$ cat src/rtl/fcu_pkg.sv
`timescale 1ns/1ps
package fcu_pkg;

    localparam int SYM_W     = 8;
    localparam int CRC_W     = 32;
    localparam int CRC_BYTES = CRC_W / SYM_W;
    localparam int TX_LAT    = CRC_BYTES + 2;
    localparam int SLOT_W    = $clog2(CRC_BYTES);

    localparam logic [CRC_W-1:0] CRC_POLY    = 32'h04C11DB7;
    localparam logic [CRC_W-1:0] CRC_PRESET  = '1;
    localparam logic [CRC_W-1:0] CRC_RESIDUE = 32'hC704DD7B;

    typedef struct packed {
        logic             k;
        logic [SYM_W-1:0] d;
    } sym_t;

    typedef enum logic {
        FRM_IDLE = 1'b0,
        FRM_OPEN = 1'b1
    } frm_e;

    function automatic logic is_ctl(sym_t s, logic [SYM_W-1:0] code);
        return s.k && (s.d == code);
    endfunction

    // one byte through the CRC register, MSB of the byte first
    function automatic logic [CRC_W-1:0] crc_step(logic [CRC_W-1:0] c,
                                                  logic [SYM_W-1:0] d);
        logic [CRC_W-1:0] r;
        logic             fb;
        r = c;
        for (int i = SYM_W - 1; i >= 0; i--) begin
            fb = r[CRC_W-1] ^ d[i];
            r  = {r[CRC_W-2:0], 1'b0};
            if (fb) r = r ^ CRC_POLY;
        end
        return r;
    endfunction

endpackage

$ cat src/rtl/fcu_tx_insert.sv
`timescale 1ns/1ps
module fcu_tx_insert
    import fcu_pkg::*;
(
    input  logic             clk,
    input  logic             rst,
    input  logic             en,
    input  logic             force_err,
    input  logic [SYM_W-1:0] sop_code,
    input  logic [SYM_W-1:0] eop_code,
    input  sym_t             in_s,
    output sym_t             out_s
);
    localparam int UPD   = CRC_BYTES;
    localparam int DEPTH = TX_LAT;

    sym_t             pipe_q [DEPTH];
    logic [CRC_BYTES-1:0] frc_q;
    logic [CRC_W-1:0] crc_q;
    frm_e             frm_q;

    logic             slot_hit;
    logic [SLOT_W-1:0] slot;
    logic             slot_frc;
    logic             subst;
    logic [CRC_W-1:0] fin;
    logic [CRC_W-1:0] fin_sh;
    logic [SYM_W-1:0] rem_byte;
    sym_t             upd_s;

    assign upd_s = pipe_q[UPD];

    // the oldest end delimiter in the look-ahead window sets the slot index
    always_comb begin
        slot_hit = 1'b0;
        slot     = '0;
        slot_frc = 1'b0;
        for (int j = 0; j < CRC_BYTES; j++) begin
            if (is_ctl(pipe_q[j], eop_code)) begin
                slot_hit = 1'b1;
                slot     = SLOT_W'(j);
                slot_frc = frc_q[j] && (j == CRC_BYTES - 1);
            end
        end
    end

    assign subst  = (frm_q == FRM_OPEN) && slot_hit &&
                    !is_ctl(upd_s, sop_code) && !is_ctl(upd_s, eop_code);
    assign fin    = ~crc_q;
    assign fin_sh = fin >> (SYM_W * (CRC_BYTES - 1 - int'(slot)));

    always_comb begin
        rem_byte = fin_sh[SYM_W-1:0];
        if (slot_frc) rem_byte[0] = ~rem_byte[0];
    end

    always_ff @(posedge clk) begin
        if (rst) begin
            for (int i = 0; i < DEPTH; i++) pipe_q[i] <= '0;
            frc_q <= '0;
            crc_q <= CRC_PRESET;
            frm_q <= FRM_IDLE;
        end else begin
            pipe_q[0] <= in_s;
            for (int i = 1; i <= UPD; i++) pipe_q[i] <= pipe_q[i-1];
            pipe_q[DEPTH-1] <= subst ? sym_t'{k: 1'b0, d: rem_byte} : upd_s;
            frc_q <= {frc_q[CRC_BYTES-2:0], force_err};
            if (!en) begin
                frm_q <= FRM_IDLE;
            end else if (is_ctl(upd_s, sop_code)) begin
                crc_q <= CRC_PRESET;
                frm_q <= FRM_OPEN;
            end else if (is_ctl(upd_s, eop_code)) begin
                frm_q <= FRM_IDLE;
            end else if (frm_q == FRM_OPEN && !slot_hit) begin
                crc_q <= crc_step(crc_q, upd_s.d);
            end
        end
    end

    assign out_s = en ? pipe_q[DEPTH-1] : in_s;

endmodule

$ cat src/rtl/fcu_rx_check.sv
`timescale 1ns/1ps
module fcu_rx_check
    import fcu_pkg::*;
(
    input  logic             clk,
    input  logic             rst,
    input  logic             en,
    input  logic [SYM_W-1:0] sop_code,
    input  logic [SYM_W-1:0] eop_code,
    input  sym_t             in_s,
    output sym_t             out_s,
    output logic             checking,
    output logic             crc_err
);
    logic [CRC_W-1:0] crc_q;
    frm_e             frm_q;
    sym_t             out_q;
    logic             chk_q;
    logic             err_q;
    logic             is_sop;
    logic             is_eop;

    assign is_sop = is_ctl(in_s, sop_code);
    assign is_eop = is_ctl(in_s, eop_code);

    always_ff @(posedge clk) begin
        if (rst) begin
            out_q <= '0;
            chk_q <= 1'b0;
            err_q <= 1'b0;
            crc_q <= CRC_PRESET;
            frm_q <= FRM_IDLE;
        end else begin
            out_q <= in_s;
            chk_q <= en && (is_sop || frm_q == FRM_OPEN);
            err_q <= en && (frm_q == FRM_OPEN) && is_eop && !is_sop &&
                     (crc_q != CRC_RESIDUE);
            if (!en) begin
                frm_q <= FRM_IDLE;
            end else if (is_sop) begin
                crc_q <= CRC_PRESET;
                frm_q <= FRM_OPEN;
            end else if (is_eop) begin
                frm_q <= FRM_IDLE;
            end else if (frm_q == FRM_OPEN) begin
                crc_q <= crc_step(crc_q, in_s.d);
            end
        end
    end

    assign out_s    = out_q;
    assign checking = chk_q;
    assign crc_err  = err_q;

endmodule

$ cat src/rtl/framed_crc_unit.sv
`timescale 1ns/1ps
module framed_crc_unit
    import fcu_pkg::*;
(
    input  logic             clk,
    input  logic             rst,
    input  logic [SYM_W-1:0] sop_code,
    input  logic [SYM_W-1:0] eop_code,
    input  logic             tx_crc_en,
    input  logic             tx_force_err,
    input  logic             tx_k_in,
    input  logic [SYM_W-1:0] tx_data_in,
    output logic             tx_k_out,
    output logic [SYM_W-1:0] tx_data_out,
    input  logic             rx_crc_en,
    input  logic             rx_k_in,
    input  logic [SYM_W-1:0] rx_data_in,
    output logic             rx_k_out,
    output logic [SYM_W-1:0] rx_data_out,
    output logic             rx_checking,
    output logic             rx_crc_err
);
    sym_t tx_in_s, tx_out_s, rx_in_s, rx_out_s;

    assign tx_in_s = sym_t'{k: tx_k_in, d: tx_data_in};
    assign rx_in_s = sym_t'{k: rx_k_in, d: rx_data_in};

    fcu_tx_insert tx_i (
        .clk       (clk),
        .rst       (rst),
        .en        (tx_crc_en),
        .force_err (tx_force_err),
        .sop_code  (sop_code),
        .eop_code  (eop_code),
        .in_s      (tx_in_s),
        .out_s     (tx_out_s)
    );

    fcu_rx_check rx_i (
        .clk      (clk),
        .rst      (rst),
        .en       (rx_crc_en),
        .sop_code (sop_code),
        .eop_code (eop_code),
        .in_s     (rx_in_s),
        .out_s    (rx_out_s),
        .checking (rx_checking),
        .crc_err  (rx_crc_err)
    );

    assign tx_k_out    = tx_out_s.k;
    assign tx_data_out = tx_out_s.d;
    assign rx_k_out    = rx_out_s.k;
    assign rx_data_out = rx_out_s.d;

endmodule

$ cat config.mk
export PLATFORM = sky130hd
export DESIGN_NAME = framed_crc_unit
export DESIGN_NICKNAME = d
export VERILOG_FILES = /design/src/rtl/fcu_pkg.sv /design/src/rtl/fcu_tx_insert.sv /design/src/rtl/fcu_rx_check.sv /design/src/rtl/framed_crc_unit.sv
export SDC_FILE = /design/constraint.sdc
export NUM_CORES = 1
export LEC_CHECK = 0
export ABC_CLOCK_PERIOD_IN_PS = 2300
export BUFFER_PORTS_ARGS = -buffer_cell sky130_fd_sc_hd__buf_4
export CAP_MARGIN = 40
export CORE_MARGIN = 2
export CORE_UTILIZATION = 54
export DETAILED_ROUTE_END_ITERATION = 6
export PLACE_DENSITY_LB_ADDON = 0.05
export SYNTH_ARGS = -nofsm -noshare
export SYNTH_HDL_FRONTEND = slang
export SYNTH_SLANG_ARGS = --single-unit
$ cat constraint.sdc
create_clock -name clk -period 2.3 [get_ports clk]
set_clock_uncertainty 0.1 [all_clocks]
set_input_delay 0.345 -clock clk [delete_from_list [all_inputs] [get_ports clk]]
set_output_delay 0.345 -clock clk [all_outputs]
set_load 0.005 [all_outputs]
[After elaboration in Yosys (flattened, before gate mapping)]
Memory sizes are Yosys's and may differ from the RTL's.
Cells that the tools add are included.
Word-level totals
  register bits: 81
  RAM bits: 54
  bits of input ports: 39
  output and inout bits: 20
  word-level logic and storage cells: 211
  memories kept: 1
Operators by class
  $add $sub $neg: 1
  eq/ne operators: 11
  shift-type cells: 1
  mux-type cells: 116
  bitwise operators: 42
  reductions and logical operators: 30
Memory list
  tx_i.pipe_q: words 6, bits a word 9, rd ports 6, clocked after Yosys merged registers in 0, wr ports 6, line fcu_tx_insert.sv:17  | sym_t pipe_q [DEPTH];
Operator list (count)
  two-way mux 32 bit: 76
  two-way mux 27 bit: 16
  inverter 14 bit: 16
  two-way mux 9 bit: 8
  == test 8 bit: 8
  inequality test 32 bit, second input constant: 1
  inverter 32 bit: 1
  >> shifter 32 x 32 -> 8 bit: 1
  logical AND 1 bit: 17
  bitwise XOR 1 bit: 16
  two-way mux 1 bit: 14
  nonzero test 2 bit: 4
  bitwise OR 1 bit: 6
  AND reduction 3 bit: 2
  zero test 1 bit: 4
  two-way mux 2 bit: 2
  inequality test 2 x 1 -> 1 bit, second input constant: 2
  OR reduction 2 bit: 2
  inverter 1 bit: 3
  subtractor 2 x 2 -> 3 bit, first input constant: 1
  logical OR 1 bit: 1

[Depth between registers and ports, before layout]
An unclocked memory read counts as a cell.
  depth after elaboration: 61
  gate-level depth with buffers: 9

[Modules after synthesis]
Synthesis repeated with hierarchy kept, for this count alone.
Unflattened totals
  cells, all modules: 766
  area, all modules: 7649.8 um2
Modules (own cells, without submodules)
  fcu_tx_insert: times used 1, cells an instance 466, area an instance 4717.0 um2, seq. area each 1821.7 um2
  fcu_rx_check: times used 1, cells an instance 300, area an instance 2932.8 um2, seq. area each 880.8 um2

[Least setup slack after synthesis]
Ideal clock, no wire load.
  kind: input to register
  start point: input eop_code[4]
  end point: register tx_i.crc_q[16]
  arrival: 1946 ps
  data required time: 2073 ps
  slack: 127 ps
  cell stages on the path: 9
  cell sequence: buf_4 > xnor2_1 > nand4_2 > nor3_1 > or4_4 > nor2_1 > buf_4 > buf_6 > a22oi_2
Between the ends
  cells in the longest elaborated chain, start to end: 10
  elaborated cells between the ends (all ways): 19
RTL lines
  from (decl): line framed_crc_unit.sv:8  | input logic [SYM_W-1:0] eop_code,
  == test 8 bit: line fcu_pkg.sv:25  | return s.k && (s.d == code);
  logical AND 1 bit: line fcu_pkg.sv:25
  two-way mux 1 bit (4 in a row): line fcu_tx_insert.sv:39  | if (is_ctl(pipe_q[j], eop_code)) begin
  zero test 1 bit: line fcu_tx_insert.sv:75  | end else if (frm_q == FRM_OPEN && !slot_hit) begin
  logical AND 1 bit: line fcu_tx_insert.sv:75
  nonzero test 2 bit (no line)
  AND reduction 3 bit (no line) (*)
  to (signal assigned): line fcu_tx_insert.sv:76  | crc_q <= crc_step(crc_q, upd_s.d);
  to (decl): line fcu_tx_insert.sv:19  | logic [CRC_W-1:0] crc_q;
Every way passes the cells marked *; elsewhere a longest branch is shown, timed or not.
A chain may end at the register's enable or synchronous reset.

==> qor_table.md <==
| Parameter | This run |
|:---|:---|
| Post-CTS Repair Setup Buffers | 0 |
| Layout area overhead | 19.3% |
| Sequence of cells on the critical path | xnor2_1 -> nand4_1 -> o31a_1 -> o21ai_0 -> a21o_1 -> buf_12 -> mux2i_1 |
| Routability-driven placement congestion ratio | 0.948 |
| Average instance area after synthesis | 9.77 um^2 |
| Largest buffer count on any clock path | 2 |
| Minimum period implied by the final worst setup slack | 2.12 ns |
| Violation count after the first detailed-route iteration | 414 |
| Area of combinational cells with multiple inputs | 4250 um^2 |
| Port Buffer Count | 58 |
| Relative slew slack | 56.1% |
| Slew @ Worst Pin | 0.658 ns |
| Maximum number of pins on one net before global-route repair | 64 |
| Combinational family with the most area after synthesis | XOR/XNOR gates |
| First-pass GRT wire length | 30,000 um |
| Synth Register Bits | 135 |
| # clock sinks | 135 |
| Number of antenna diodes | 0 |
| Core area | 13,100 um^2 |
| Overall Global Routing Usage | 27.7% |
| Crit path kind | flip-flop to flip-flop |
| Die Outline Area | 14,300 um^2 |
| Initial core utilization | 54.7% |
| Power density normalized to cell area | 676 nW/um^2 |
| Xor/xnor share of the synthesized area | 27.6% |
| Drt pass-1 iters | 5 |
| Vertical die dimension | 119 um |
| Post-synthesis cell area | 7190 um^2 |
| Grt ovf | 0 |
| Routed WL per cell | 18.7 um |
| Crit. End Element | flip-flop |
| YS warnings | 0 |
| Antenna violations before repair | 0 |
| Clock transition at the register clock pins on the worst setup and hold paths after CTS | 0.06 ns |
| Largest cells by area after synthesis | sky130_fd_sc_hd__dfxtp_1, sky130_fd_sc_hd__xnor2_1, sky130_fd_sc_hd__nor2b_1 |
| Total number of H-tree levels | 4 |
| Number of antenna-violating nets in the routed design | 0 |
| Unique masters post-synth | 51 |
| Mux share of post-synthesis cell area | 1.83% |
| Vias in the first global route | 5,496 |
| Vias after detailed routing | 5,451 |
| Post-detail-place hpwl | 13,900 um |
| CP arrival | 2.37 ns |
| VDD IR-drop max | 0.000588 V |
| Maximum fanout count along the critical path | 32 |
| Fraction of the cycle the final worst path needs | 92.2% |
| Final Max Tran Viols | 0 |
| Sum of negative setup slack | 0 ns |
| Share of post-route cells with drive strength above 1 | 24.2% |
| Die Width | 119 um |
| Number of buffers inserted by hold repair at cts | 0 |
| Total length of routed wires | 18,700 um |
| Startpoint type of the worst setup path | flip-flop |
| Count of standard-cell rows | 42 |
| Synthesized instance count | 736 |
| Data required, critical path | 2.55 ns |
| Register area share after synthesis | 37.6% |
| Proportion of register bits with asynchronous set or reset after synthesis | 0% |
| Synthesized-area fraction occupied by ao, oa, aoi and oai cells | 11.7% |
| Fraction of the mapped netlist area in adder cells | 0% |
| Run status | complete, no violations |
| Total Power | 5.80 mW |
| CTS tree | built |
| Max Clk Rate | 472 MHz |
| Total DRC errors in the routed layout | 0 |
| Highest cell delay on the worst timing path | 0.53 ns |
| Most used flip-flop cell after synthesis | sky130_fd_sc_hd__dfxtp_1 |
| Source-to-sink clock delay at the later pin of the worst-skew pair | 0.42 ns |
| Critical path's slowest cell | sky130_fd_sc_hd__dfxtp_1 |
| Post-synth top area cell | sky130_fd_sc_hd__dfxtp_1 |
| Setup violation total in the final timing report | 0 |
| Root buf cell | sky130_fd_sc_hd__clkbuf_16 |
| Num ports | 59 |
| Number of buffers created by CTS | 17 |
| Leakage dissipation | 3.03 nW |
| Number of endpoints with negative hold slack in the final report | 0 |
| Number of nets produced by synthesis | 775 |
| RSZ-0062 raised after global routing | false |
| Number of enable flip-flop cells after synthesis | 0 |
| Fillers | 1,104 |
| Area share of the leading cell type in the synthesized netlist | 37.6% |
| Area taken by flip-flops and latches | 2710 um^2 |
| Average via count per standard cell | 5.46 |
| Number of nets in the finished design | 850 |
| Simple-gate share of the synthesized area | 18.0% |
| Path type of the worst min-delay path | primary input to flip-flop |
| Max-capacitance violation count | 0 |
## final timing paths
path              slack (ns)  depth (start not counted)                          to                          start
hold reg to reg         0.34                          1    tx_i.frc_q[2]$_SDFF_PP0_       tx_i.frc_q[1]$_SDFF_PP0_
setup / recovery        0.18                          7  tx_i.crc_q[2]$_SDFFE_PP1P_  tx_i.pipe_q[0][42]$_SDFF_PP0_
hold / removal          0.03                          2    tx_i.frc_q[0]$_SDFF_PP0_                   tx_force_err
setup reg to reg        0.18                          7  tx_i.crc_q[2]$_SDFFE_PP1P_  tx_i.pipe_q[0][42]$_SDFF_PP0_
## where the power goes
| group | switching, mW | total [mW] | leakage [nW] | internal, mW |
|---|---|---|---|---|
| combinational | 0.366 | 0.700 | 1.65 | 0.335 |
| sequential | 0.0240 | 2.40 | 1.10 | 2.38 |
| clock | 1.07 | 2.70 | 0.276 | 1.63 |
| total | 1.46 | 5.80 | 3.03 | 4.34 |
## registers in the layout, indices dropped and copies added (netlist names)
| register | cells |
|---|---|
| tx_i.frm_q | 1 |
| rx_i.frm_q | 1 |
| rx_i.checking | 1 |
| tx_i.crc_q | 32 |
| rx_i.out_s | 9 |
| rx_i.crc_q | 32 |
| tx_i.frc_q | 4 |
| tx_i.pipe_q | 54 |
| rx_i.crc_err | 1 |
## per-stage QoR
step                      instances  area (um^2)  setup WS (ns)  utilization [%]  hold slack, ns
after detailed placement        968         7990         0.0862             60.8           0.325
after floorplan                 736         7190          0.127                -           0.314
final                           999         8580          0.180             65.3          0.0338
after global placement          968         7990         0.0715             60.8           0.320
after CTS                       999         8570          0.126             65.3          0.0255
after global routing            999         8580         0.0116             65.3          0.0269
## cells in the final DEF, fill, tap and decap left out, drive strengths merged, types with 3 or more instances in the layout
master / Yosys / layout
mux2i: 3 / 3
dfxtp: 135 / 135
buf: 18 / 99
nand4b: 4 / 4
o31ai: 8 / 8
xor2: 42 / 42
clkinvlp: 0 / 4
o22ai: 7 / 7
nand3: 10 / 10
a21oi: 6 / 6
nand4: 22 / 22
nand2: 18 / 18
o21ai: 26 / 26
clkinv: 1 / 4
mux2: 9 / 9
clkbuf: 25 / 18
o21a: 3 / 3
a21o: 8 / 8
nor2: 64 / 64
nor3: 31 / 31
xnor2: 164 / 164
a22oi: 29 / 29
and3: 5 / 5
nor4: 11 / 11
o221ai: 3 / 3
a311oi: 7 / 7
inv: 1 / 5
nor2b: 59 / 59
## critical path: cells and delay by family, from the launching register on
kind                   cells  cell delay (ns)
AO/OA/AOI/OAI              3             0.71
XOR/XNOR                   1             0.16
buffers and inverters      1             0.23
flip-flops                 1             0.53
multiplexers               1             0.21
AND/OR/NAND/NOR            1             0.10
## repair_timing
item	in CTS	in global routing
hold endpoints to repair	0	0
gates resized for setup	0	2
setup endpoints to repair	0	3
## cells by family (layout without fill, tap and decap cells)
family / count (synthesis) / after routing
AND/OR/NAND/NOR: 236 / 236
buffers and inverters: 45 / 132
XOR/XNOR: 206 / 206
flip-flops: 135 / 135
multiplexers: 12 / 12
AO/OA/AOI/OAI: 102 / 102
## per-layer routing
layer / part of all wire, % / up-vias / global-route usage [%] / routed length [um]
met4: 3.2 / 0 / 11.5 / 597
met3: 4.9 / 40 / 6.37 / 907
met5: 0 / - / 0 / 0
met1: 46 / 2597 / 37.0 / 8500
met2: 46 / 154 / 43.4 / 8660
li1: - / 2660 / - / -
## layout make-up
class                           instances  area share, %
Clock buffer                           18           5.12
Clock inverter                         13           1.72
Inverter                                2         0.0875
Multi-Input combinational cell        556           49.6
Sequential cell                       135           31.5
Tap cell                              176           2.57
Timing Repair Buffer                   99           9.40
## cells in the mapped netlist (all sizes together), types with 2 or more instances
master    n
nand4    22
mux2      9
o22ai     7
nand3    10
dfxtp   135
buf      18
xor2     42
o21a      3
o21ai    26
nand4b    4
clkbuf   25
nor4b     2
and4      2
a21oi     6
o31ai     8
nor2     64
and2      2
o31a      2
a22oi    29
o221ai    3
nor4     11
nor2b    59
a311oi    7
nor3     31
xnor2   164
nand2    18
or3       2
a21o      8
mux2i     3
and3      5
No activity file was read; power rests on OpenSTA's default activity.
